**config.mk**
```make
export PLATFORM = sky130hd
export DESIGN_NAME = reset_hub
export DESIGN_NICKNAME = d
export VERILOG_FILES = /design/src/rtl/reset_hub_pkg.sv /design/src/rtl/reset_hub_dp.sv /design/src/rtl/reset_hub_ctrl.sv /design/src/rtl/reset_hub.sv
export SDC_FILE = /design/constraint.sdc
export NUM_CORES = 1
export LEC_CHECK = 0
export ABC_AREA = 1
export BUFFER_PORTS_ARGS = -buffer_cell sky130_fd_sc_hd__buf_2
export CAP_MARGIN = 15
export CORE_AREA = 2 2 56 58
export DETAILED_ROUTE_END_ITERATION = 6
export DIE_AREA = 0 0 58 60
export SKIP_CTS_REPAIR_TIMING = 1
export SYNTH_ARGS = -nofsm -noshare
export SYNTH_HDL_FRONTEND = slang
export SYNTH_SLANG_ARGS = --single-unit
```
**constraint.sdc**
```tcl
create_clock -name clk -period 4.6 [get_ports clk]
set_clock_uncertainty 0.2 [all_clocks]
set_input_delay 0.23 -clock clk [delete_from_list [all_inputs] [get_ports clk]]
set_output_delay 0.23 -clock clk [all_outputs]
set_load 0.05 [all_outputs]
```
**src/rtl/reset_hub_pkg.sv**
```systemverilog
package reset_hub_pkg;
  localparam int NSRC = 3;
  localparam int SRC_USB = 0;
  localparam int SRC_WDOG = 1;
  localparam int SRC_LVOLT = 2;

  typedef enum logic [1:0] {
    ST_POR  = 2'd0,
    ST_HOLD = 2'd1,
    ST_RUN  = 2'd2
  } seqState_t;

  typedef struct packed {
    logic cntInc;
    logic flagsLoad;
    logic flagsMerge;
  } seqStrobe_t;
endpackage

```
**src/rtl/reset_hub_dp.sv**
```systemverilog
module reset_hub_dp
  import reset_hub_pkg::*;
#(
  parameter int SHORT_DELAY = 224,
  parameter int LONG_DELAY = 4064,
  parameter logic [NSRC-1:0] PULSE_MASK = 3'b110
) (
  input  logic            clk,
  input  logic            porRaw,
  input  logic            longDelaySel,
  input  logic [NSRC-1:0] srcReq,
  input  logic [NSRC-1:0] srcEn,
  input  seqStrobe_t      strobe,
  output logic [NSRC-1:0] srcAct,
  output logic            delayDone,
  output logic            pinPullEn,
  output logic [NSRC:0]   causeFlags
);
  localparam int MAX_DELAY = (LONG_DELAY > SHORT_DELAY) ? LONG_DELAY : SHORT_DELAY;
  localparam int CNT_W = $clog2(MAX_DELAY + 1);
  localparam logic [CNT_W-1:0] SHORT_LAST = CNT_W'(SHORT_DELAY - 1);
  localparam logic [CNT_W-1:0] LONG_LAST = CNT_W'(LONG_DELAY - 1);

  logic [CNT_W-1:0] delayCnt;
  logic [NSRC-1:0]  srcRise;

  // Power-on stretch counter, cleared for as long as power-on is present
  always_ff @(posedge clk or posedge porRaw) begin
    if (porRaw) begin
      delayCnt <= '0;
    end else if (strobe.cntInc) begin
      delayCnt <= delayCnt + CNT_W'(1);
    end
  end

  assign delayDone = (delayCnt == (longDelaySel ? LONG_LAST : SHORT_LAST));

  // Per-source gating and optional rising-edge detection for the pin pulse
  for (genvar i = 0; i < NSRC; i++) begin : g_src
    assign srcAct[i] = srcReq[i] & srcEn[i];
    if (PULSE_MASK[i]) begin : g_pulse
      logic prevQ;
      always_ff @(posedge clk or posedge porRaw) begin
        if (porRaw) begin
          prevQ <= 1'b0;
        end else begin
          prevQ <= srcAct[i];
        end
      end
      assign srcRise[i] = srcAct[i] & ~prevQ;
    end else begin : g_nopulse
      assign srcRise[i] = 1'b0;
    end
  end

  always_ff @(posedge clk or posedge porRaw) begin
    if (porRaw) begin
      pinPullEn <= 1'b0;
    end else begin
      pinPullEn <= |srcRise;
    end
  end

  // Cause register: bit 0 is power-on, upper bits follow the source order
  always_ff @(posedge clk or posedge porRaw) begin
    if (porRaw) begin
      causeFlags <= {{NSRC{1'b0}}, 1'b1};
    end else if (strobe.flagsLoad) begin
      causeFlags <= {srcAct, 1'b0};
    end else if (strobe.flagsMerge) begin
      causeFlags <= causeFlags | {srcAct, 1'b0};
    end
  end
endmodule

```
**src/rtl/reset_hub_ctrl.sv**
```systemverilog
module reset_hub_ctrl
  import reset_hub_pkg::*;
(
  input  logic       clk,
  input  logic       porRaw,
  input  logic       delayDone,
  input  logic       anyAct,
  output seqStrobe_t strobe,
  output logic       rstOut
);
  seqState_t state;
  seqState_t stateNext;
  logic      rstNext;

  always_comb begin
    stateNext = state;
    rstNext = 1'b1;
    strobe = '0;
    case (state)
      ST_POR: begin
        strobe.cntInc = 1'b1;
        strobe.flagsMerge = 1'b1;
        if (delayDone) begin
          if (anyAct) begin
            stateNext = ST_HOLD;
          end else begin
            stateNext = ST_RUN;
            rstNext = 1'b0;
          end
        end
      end
      ST_HOLD: begin
        strobe.flagsMerge = 1'b1;
        if (!anyAct) begin
          stateNext = ST_RUN;
          rstNext = 1'b0;
        end
      end
      ST_RUN: begin
        rstNext = 1'b0;
        if (anyAct) begin
          stateNext = ST_HOLD;
          rstNext = 1'b1;
          strobe.flagsLoad = 1'b1;
        end
      end
      default: begin
        stateNext = ST_POR;
      end
    endcase
  end

  // Asynchronous assertion by power-on, release only on a clock edge
  always_ff @(posedge clk or posedge porRaw) begin
    if (porRaw) begin
      state <= ST_POR;
      rstOut <= 1'b1;
    end else begin
      state <= stateNext;
      rstOut <= rstNext;
    end
  end
endmodule

```
**src/rtl/reset_hub.sv**
```systemverilog
module reset_hub
  import reset_hub_pkg::*;
#(
  parameter int SHORT_DELAY = 224,
  parameter int LONG_DELAY = 4064,
  parameter logic [NSRC-1:0] PULSE_MASK = 3'b110
) (
  input  logic       clk,
  input  logic       porRaw,
  input  logic       longDelaySel,
  input  logic       usbBusRst,
  input  logic       wdogTimeout,
  input  logic       wdogEnable,
  input  logic       lowVolt,
  input  logic       lowVoltEnable,
  output logic       rstOut,
  output logic       pinPullEn,
  output logic [3:0] causeFlags
);
  logic [NSRC-1:0] srcReq;
  logic [NSRC-1:0] srcEn;
  logic [NSRC-1:0] srcAct;
  logic            delayDone;
  seqStrobe_t      strobe;

  always_comb begin
    srcReq = '0;
    srcEn = '0;
    srcReq[SRC_USB] = usbBusRst;
    srcEn[SRC_USB] = 1'b1;
    srcReq[SRC_WDOG] = wdogTimeout;
    srcEn[SRC_WDOG] = wdogEnable;
    srcReq[SRC_LVOLT] = lowVolt;
    srcEn[SRC_LVOLT] = lowVoltEnable;
  end

  reset_hub_dp #(
    .SHORT_DELAY(SHORT_DELAY),
    .LONG_DELAY(LONG_DELAY),
    .PULSE_MASK(PULSE_MASK)
  ) dpInst (
    .clk(clk),
    .porRaw(porRaw),
    .longDelaySel(longDelaySel),
    .srcReq(srcReq),
    .srcEn(srcEn),
    .strobe(strobe),
    .srcAct(srcAct),
    .delayDone(delayDone),
    .pinPullEn(pinPullEn),
    .causeFlags(causeFlags)
  );

  reset_hub_ctrl ctrlInst (
    .clk(clk),
    .porRaw(porRaw),
    .delayDone(delayDone),
    .anyAct(|srcAct),
    .strobe(strobe),
    .rstOut(rstOut)
  );
endmodule

```
==> results of run 1 <==
==> routing by layer <==
metal / track usage (%) / vias up / wire length, um
met2: 20.94 / 22 / 937
li1: - / 408 / -
met5: 0 / - / 0
met3: 4.113 / 2 / 92
met4: 3.654 / 0 / 15
met1: 15.60 / 378 / 845
==> where the power goes <==
group          leakage, nW  total (W)  internal (W)  switching, W
sequential           0.273   0.000303      0.000250     0.0000524
clock               0.0279   0.000148     0.0000881     0.0000596
combinational        0.350   0.000296      0.000106      0.000191
==> stage by stage <==
step | setup WS (ps) | utilization (%)
after floorplan | 2986 | -
after global placement | 2686 | 41.90
after detailed placement | 2639 | 41.90
after CTS | 2574 | 43.71
after global routing | 2408 | 45.43
final | 2598 | 45.43
==> final cells by class <==
type	instances	share of cell area, %
Inverter	18	5.123
Clock inverter	1	2.277
Timing Repair Buffer	18	8.729
Tap cell	33	3.131
Multi-Input combinational cell	76	37.10
Sequential cell	22	41.94
Clock buffer	3	1.708
==> cells in the final DEF, fill, tap and decap left out, types with 2 or more instances in the layout <==
master / instances
nand2_1: 23
dfstp_2: 2
dlygate4sd3_1: 5
ha_1: 5
buf_2: 13
inv_1: 17
nor2_1: 8
o22ai_1: 2
o21ai_1: 2
a22o_1: 3
xnor2_1: 2
nand2_2: 4
nand3_1: 6
clkbuf_4: 3
dfrtp_1: 20
nor2_4: 2
xor2_1: 8
o21ai_0: 2
==> sequential cells by signal, indices dropped and copies added, names as in the netlist <==
name	flops
dpInst.g_src.g_pulse.prevQ	2
dpInst.delayCnt	12
ctrlInst.state	2
dpInst.causeFlags	4
dpInst.pinPullEn	1
ctrlInst.rstOut	1
==> worst min-delay path by stage <==
| stage | start | end | slack, ps | cells after the start |
|---|---|---|---|---|
| floorplan | porRaw | ctrlInst.state[0]$_DFFE_PP0P_ | 20 | 1 |
| global placement | porRaw | dpInst.delayCnt[11]$_DFFE_PP0P_ | 230 | 2 |
| detailed placement | dpInst.g_src[2].g_pulse.prevQ$_DFF_PP0_ | dpInst.pinPullEn$_DFF_PP0_ | 230 | 1 |
| CTS | porRaw | dpInst.delayCnt[2]$_DFFE_PP0P_ | -110 | 2 |
| global route | lowVolt | dpInst.g_src[2].g_pulse.prevQ$_DFF_PP0_ | 3 | 3 |
| finish | lowVolt | dpInst.g_src[2].g_pulse.prevQ$_DFF_PP0_ | 2 | 3 |
==> worst min-delay path, cell delays in order <==
cell     delay (ps)
buf_2            80
nand2_1          90
inv_1            90
==> cells by family (layout without fill, tap and decap cells) <==
family / Yosys count / after routing / share of synthesized area, %
AND/OR/NAND/NOR: 50 / 50 / 23.33
flip-flops: 22 / 22 / 49.33
buffers and inverters: 19 / 40 / 7.031
AO/OA/AOI/OAI: 10 / 10 / 5.916
XOR/XNOR: 10 / 10 / 7.813
adder cells (fa/ha/maj): 5 / 5 / 5.580
multiplexers: 1 / 1 / 1.004
==> impl_metrics.toml, run 1 <==
[clock_network]
cts_max_path_buffers = 2
worstSkewPairLatency_ps = 310
clkTransAtPathRegs_ps = 130
cts.sinks = 22
cts-root-buf = "clkbuf_4"
cts_tree = "done"
cts-htree-levels = 1
cts_buffers = 3

[synthesis]
synthTopCellsByArea = "dfrtp_1, nand2_1, xor2_1"
yosysTopAreaCell = "dfrtp_1"
synthCells = 117
ys_seq_area_share_pct = 49.33
syn-cell-area_sq_um = 1121
yosysMostFrequentCell = "nand2_1"
ys_ff_latch = 22
netlist_top_cells_count = "nand2_1, dfrtp_1, inv_1"
ys_types = 26
synth_ff_type = "dfrtp_1"
synth_warnings = 0
synth_edf_count = 0
synth_top_area_share_pct = 44.64
synth_nets = 130
synthArstFlopShare_pct = 100.0
synth_area_per_cell_sq_um = 9.582

[critical_path]
cpPeakStageDelay_ps = 450
critical_path_buf_inv_count = 2
reg2reg_to = "dpInst.delayCnt[11]$_DFFE_PP0P_"
reg2reg_slack_ps = 2600
crit_slowest_cell = "dfrtp_1"
crit_top_cell = "inv_1"
crit_end = "dpInst.delayCnt[11]$_DFFE_PP0P_"
worstPathRequired_ps = 4610
critical_path_class = "reg2reg"
worstRegToRegCells = 7
arrival_ps = 2010
crit_path_end_kind = "flip-flop"
worstPathCellList = "inv_1, ha_1, nand3_2, nor2_4, nand4_1, xor2_1, inv_1"
cp_max_fo = 10
critPathLaunch = "ctrlInst.state[0]$_DFFE_PP0P_"
crit_family = "flip-flops"
timing.rr.start = "ctrlInst.state[0]$_DFFE_PP0P_"
cp_num_cells = 7
worstSetupStartpointType = "flip-flop"

[place]
placed_cells = 162
routabilityCongestion = 0.8416
port-buffer-count = 13
placed_area_sq_um = 1216
dp_hpwl_um = 1370

[hold_path]
hp-class = "in2reg"

[grt]
grt_use_total_pct = 12.57
grt_pass1_wl_um = 3318
antenna_found_initial = 0
overflow = 0
grt_max_degree = 23
grt_pass1_vias = 786

[pwr]
power_w = 0.0007470
ir_drop_mv = 0.3886
leakagePower_nw = 0.6509
pwr_density_cell_nw_per_um2 = 566.5

[drt]
totalWireLength_um = 1890
routedWlPerCell_um = 11.05
drc = 0
ant_nets = 0
drtIter0Drc = 21
dr.pass1.iters = 4
via_per_inst = 4.737
vias = 810

[finish]
fin_cells = 171
regArea_sq_um = 553.0
final.fill_count = 284
antennaDiodeCount = 0
area_delta_synth_final_pct = 17.63
multiInputGateArea_sq_um = 489.2
drive_above_1_share_pct = 22.46
stdcell_area_sq_um = 1319
fin_nets = 152

[floorplanning]
start_util_pct = 38.62
rows = 20
die_w_um = 58
pin_count = 14
dieArea_sq_um = 3480
die_y_um = 60
core_region_area_sq_um = 2903

[timing]
finalSetupTns_ps = 0
max_slew_margin_pct = 45.25
drv_slew = 0
worst-slew-pin-transition_ps = 820.4
final-setup-viol-count = 0
hold_violations = 0
holdWs_ps = 1.698
finalCriticalPeriod_ps = 2002
clock.fmax_mhz = 499.4
fin_crit_sh_pct = 43.53
rsz0062_at_grt = "false"

[outcome]
outcome = "completed"

[flow_run]
drv_cap = 0
No activity file was read; power rests on OpenSTA's default activity.
==> inputs of run 2 (changes only) <==
- ABC_AREA: 1 -> 0
- CORE_AREA: 2 2 56 58 -> 2 2 54 56
- DIE_AREA: 0 0 58 60 -> 0 0 56 58
- clock period: 4.6 -> 2 ns (I/O delays scaled with it)
==> impl_metrics.toml, run 2 <==
[clock_network]
cts_buffers = 3
cts.sinks = 22
cts-root-buf = "clkbuf_4"
clkTransAtPathRegs_ps = 110
cts_max_path_buffers = 2
worstSkewPairLatency_ps = 300
cts_tree = "done"
cts-htree-levels = 1

[place]
port-buffer-count = 13
routabilityCongestion = 0.7063
placed_area_sq_um = 1211
placed_cells = 148
dp_hpwl_um = 1307
place_ws_ps = 21.86

[finish]
area_delta_synth_final_pct = 25.39
layout_commonest_cell = "dfrtp_1"
stdcell_area_sq_um = 1304
final_cell_mix = "dfrtp_1, buf_2, nand2_1"
largest_reg_flops = 12
antennaDiodeCount = 0
fin_nets = 142
largest_registers = "dpInst.delayCnt (12), dpInst.causeFlags (4)"
fin_cells = 158
top_register = "dpInst.delayCnt"
drive_above_1_share_pct = 27.56

[timing]
finalCriticalPeriod_ps = 1983
final-setup-viol-count = 0
hold_violations = 0
clock.fmax_mhz = 504.4
worst-slew-pin-transition_ps = 310.4
fin_crit_sh_pct = 99.13
holdWs_ps = 123.9
finalSetupTns_ps = 0
setup_ws_ps = 17.33
drv_slew = 0
rsz0062_at_grt = "true"
max_slew_margin_pct = 78.71

[critical_path]
worstPathCellList = "or4_1, o22a_1, o31ai_4, nand2_2, mux2_4"
arrival_ps = 1980
reg2reg_to = "ctrlInst.state[0]$_DFFE_PP0P_"
worstRegToRegCells = 5
cp_max_fo = 2
critical_path_class = "reg2reg"
timing.rr.start = "dpInst.delayCnt[8]$_DFFE_PP0P_"
reg2reg_slack_ps = 20
cpPeakStageDelay_ps = 510
crit_path_end_kind = "flip-flop"
worstPathRequired_ps = 1990
crit_slowest_cell = "or4_1"
worstSetupStartpointType = "flip-flop"

[drt]
vias = 740
dr.pass1.iters = 2
totalWireLength_um = 1883
drc = 0
ant_nets = 0
drtIter0Drc = 5
via_per_inst = 4.684
routedWlPerCell_um = 11.92

[hold_path]
worst_hold_path.endpoint = "ctrlInst.state[1]$_DFFE_PP0P_"
hold_depth = 5
worstHoldStart = "longDelaySel"
hp-class = "in2reg"

[synthesis]
synthCells = 96
netlist_top_cells_count = "dfrtp_1, nand2_1, inv_1"
synth_edf_count = 0
ys_seq_area_share_pct = 53.19
synth_ff_type = "dfrtp_1"
ys_types = 27
synth_top_area_share_pct = 48.13
synthArstFlopShare_pct = 100.0
synth_warnings = 0
synthTopCellsByArea = "dfrtp_1, xnor2_1, ha_1"
ys_ff_latch = 22
synth_nets = 109
synth_area_per_cell_sq_um = 10.83
yosysTopAreaCell = "dfrtp_1"
syn-cell-area_sq_um = 1040
yosysMostFrequentCell = "dfrtp_1"

[outcome]
outcome = "completed"

[flow_run]
drv_cap = 0

[floorplanning]
die_w_um = 56
pin_count = 14
rows = 19
start_util_pct = 39.05
die_y_um = 58
dieArea_sq_um = 3248
core_region_area_sq_um = 2663

[pwr]
leakagePower_nw = 0.6246
ir_drop_mv = 0.6801
pwr_density_cell_nw_per_um2 = 1251

[grt]
grt_max_degree = 23
grt_pass1_wl_um = 3236
grt_use_total_pct = 12.78
antenna_found_initial = 0
overflow = 0
grt_pass1_vias = 755
run 2: cell types whose count changed in the layout (fill, tap and decap cells not counted), sizes merged, moves of 2 or more:
cell    change
buf        +11
o211ai      +2
nand4       +4
nand3       -4
a22o        -3
inv         -9
nand3b      -2
nor2        -5
nand2      -14
xnor2       +6
xor2        -5
run 2: kinds of logic after synthesis:
| logic type | share of synthesized area [%] |
|---|---|
| simple gates | 16.25 |
| flops | 53.19 |
| xor+xnor | 9.267 |
| buf+inv | 3.971 |
| compound gates | 7.821 |
| fa+ha+maj | 6.017 |
| mux | 3.489 |
run 2: routing by layer:
layer,GRT usage [%],wire length (um)
met2,20.84,958
met3,2.009,29
met4,6.122,19
met1,16.79,877
met5,0,0
run 2: power by group:
group          internal [W]  total [W]  switching, W  leakage, nW
Clock             0.0000702   0.000196      0.000126       0.0138
Combinational      0.000334   0.000762      0.000428        0.338
Sequential         0.000574   0.000673     0.0000994        0.273
Total              0.000978    0.00163      0.000653        0.625
run 2: worst max-delay path, delay by kind of cell (launching register included):
family | cells | cell delay [ps]
AO/OA/AOI/OAI | 2 | 400
flip-flops | 1 | 390
AND/OR/NAND/NOR | 2 | 600
multiplexers | 1 | 300
run 2: layout make-up:
cell class	count	area [sq um]
inverter	9	33.78
multi-input combinational	63	447.9
fill	251	1359
timing repair buffer	30	207.7
sequential	22	553.0
tap	31	38.79
clock buffer	3	22.52
run 2: worst max path at each step:
stage / slack [ps] / startpoint / to / depth (start not counted)
global placement: 40 / dpInst.delayCnt[8]$_DFFE_PP0P_ / ctrlInst.state[0]$_DFFE_PP0P_ / 5
global route: -70 / dpInst.delayCnt[8]$_DFFE_PP0P_ / ctrlInst.state[0]$_DFFE_PP0P_ / 5
CTS: 6 / dpInst.delayCnt[8]$_DFFE_PP0P_ / ctrlInst.state[0]$_DFFE_PP0P_ / 5
floorplan: 9 / dpInst.delayCnt[8]$_DFFE_PP0P_ / ctrlInst.state[0]$_DFFE_PP0P_ / 5
detailed placement: 20 / dpInst.delayCnt[8]$_DFFE_PP0P_ / ctrlInst.state[0]$_DFFE_PP0P_ / 5
finish: 20 / dpInst.delayCnt[8]$_DFFE_PP0P_ / ctrlInst.state[0]$_DFFE_PP0P_ / 5
run 2: per-stage QoR:
step	utilization [%]	power, W
after floorplan	-	0.001203
after CTS	46.33	0.001619
after global placement	45.49	0.001394
after detailed placement	45.49	0.001414
after global routing	48.97	0.001766
final	48.97	0.001631
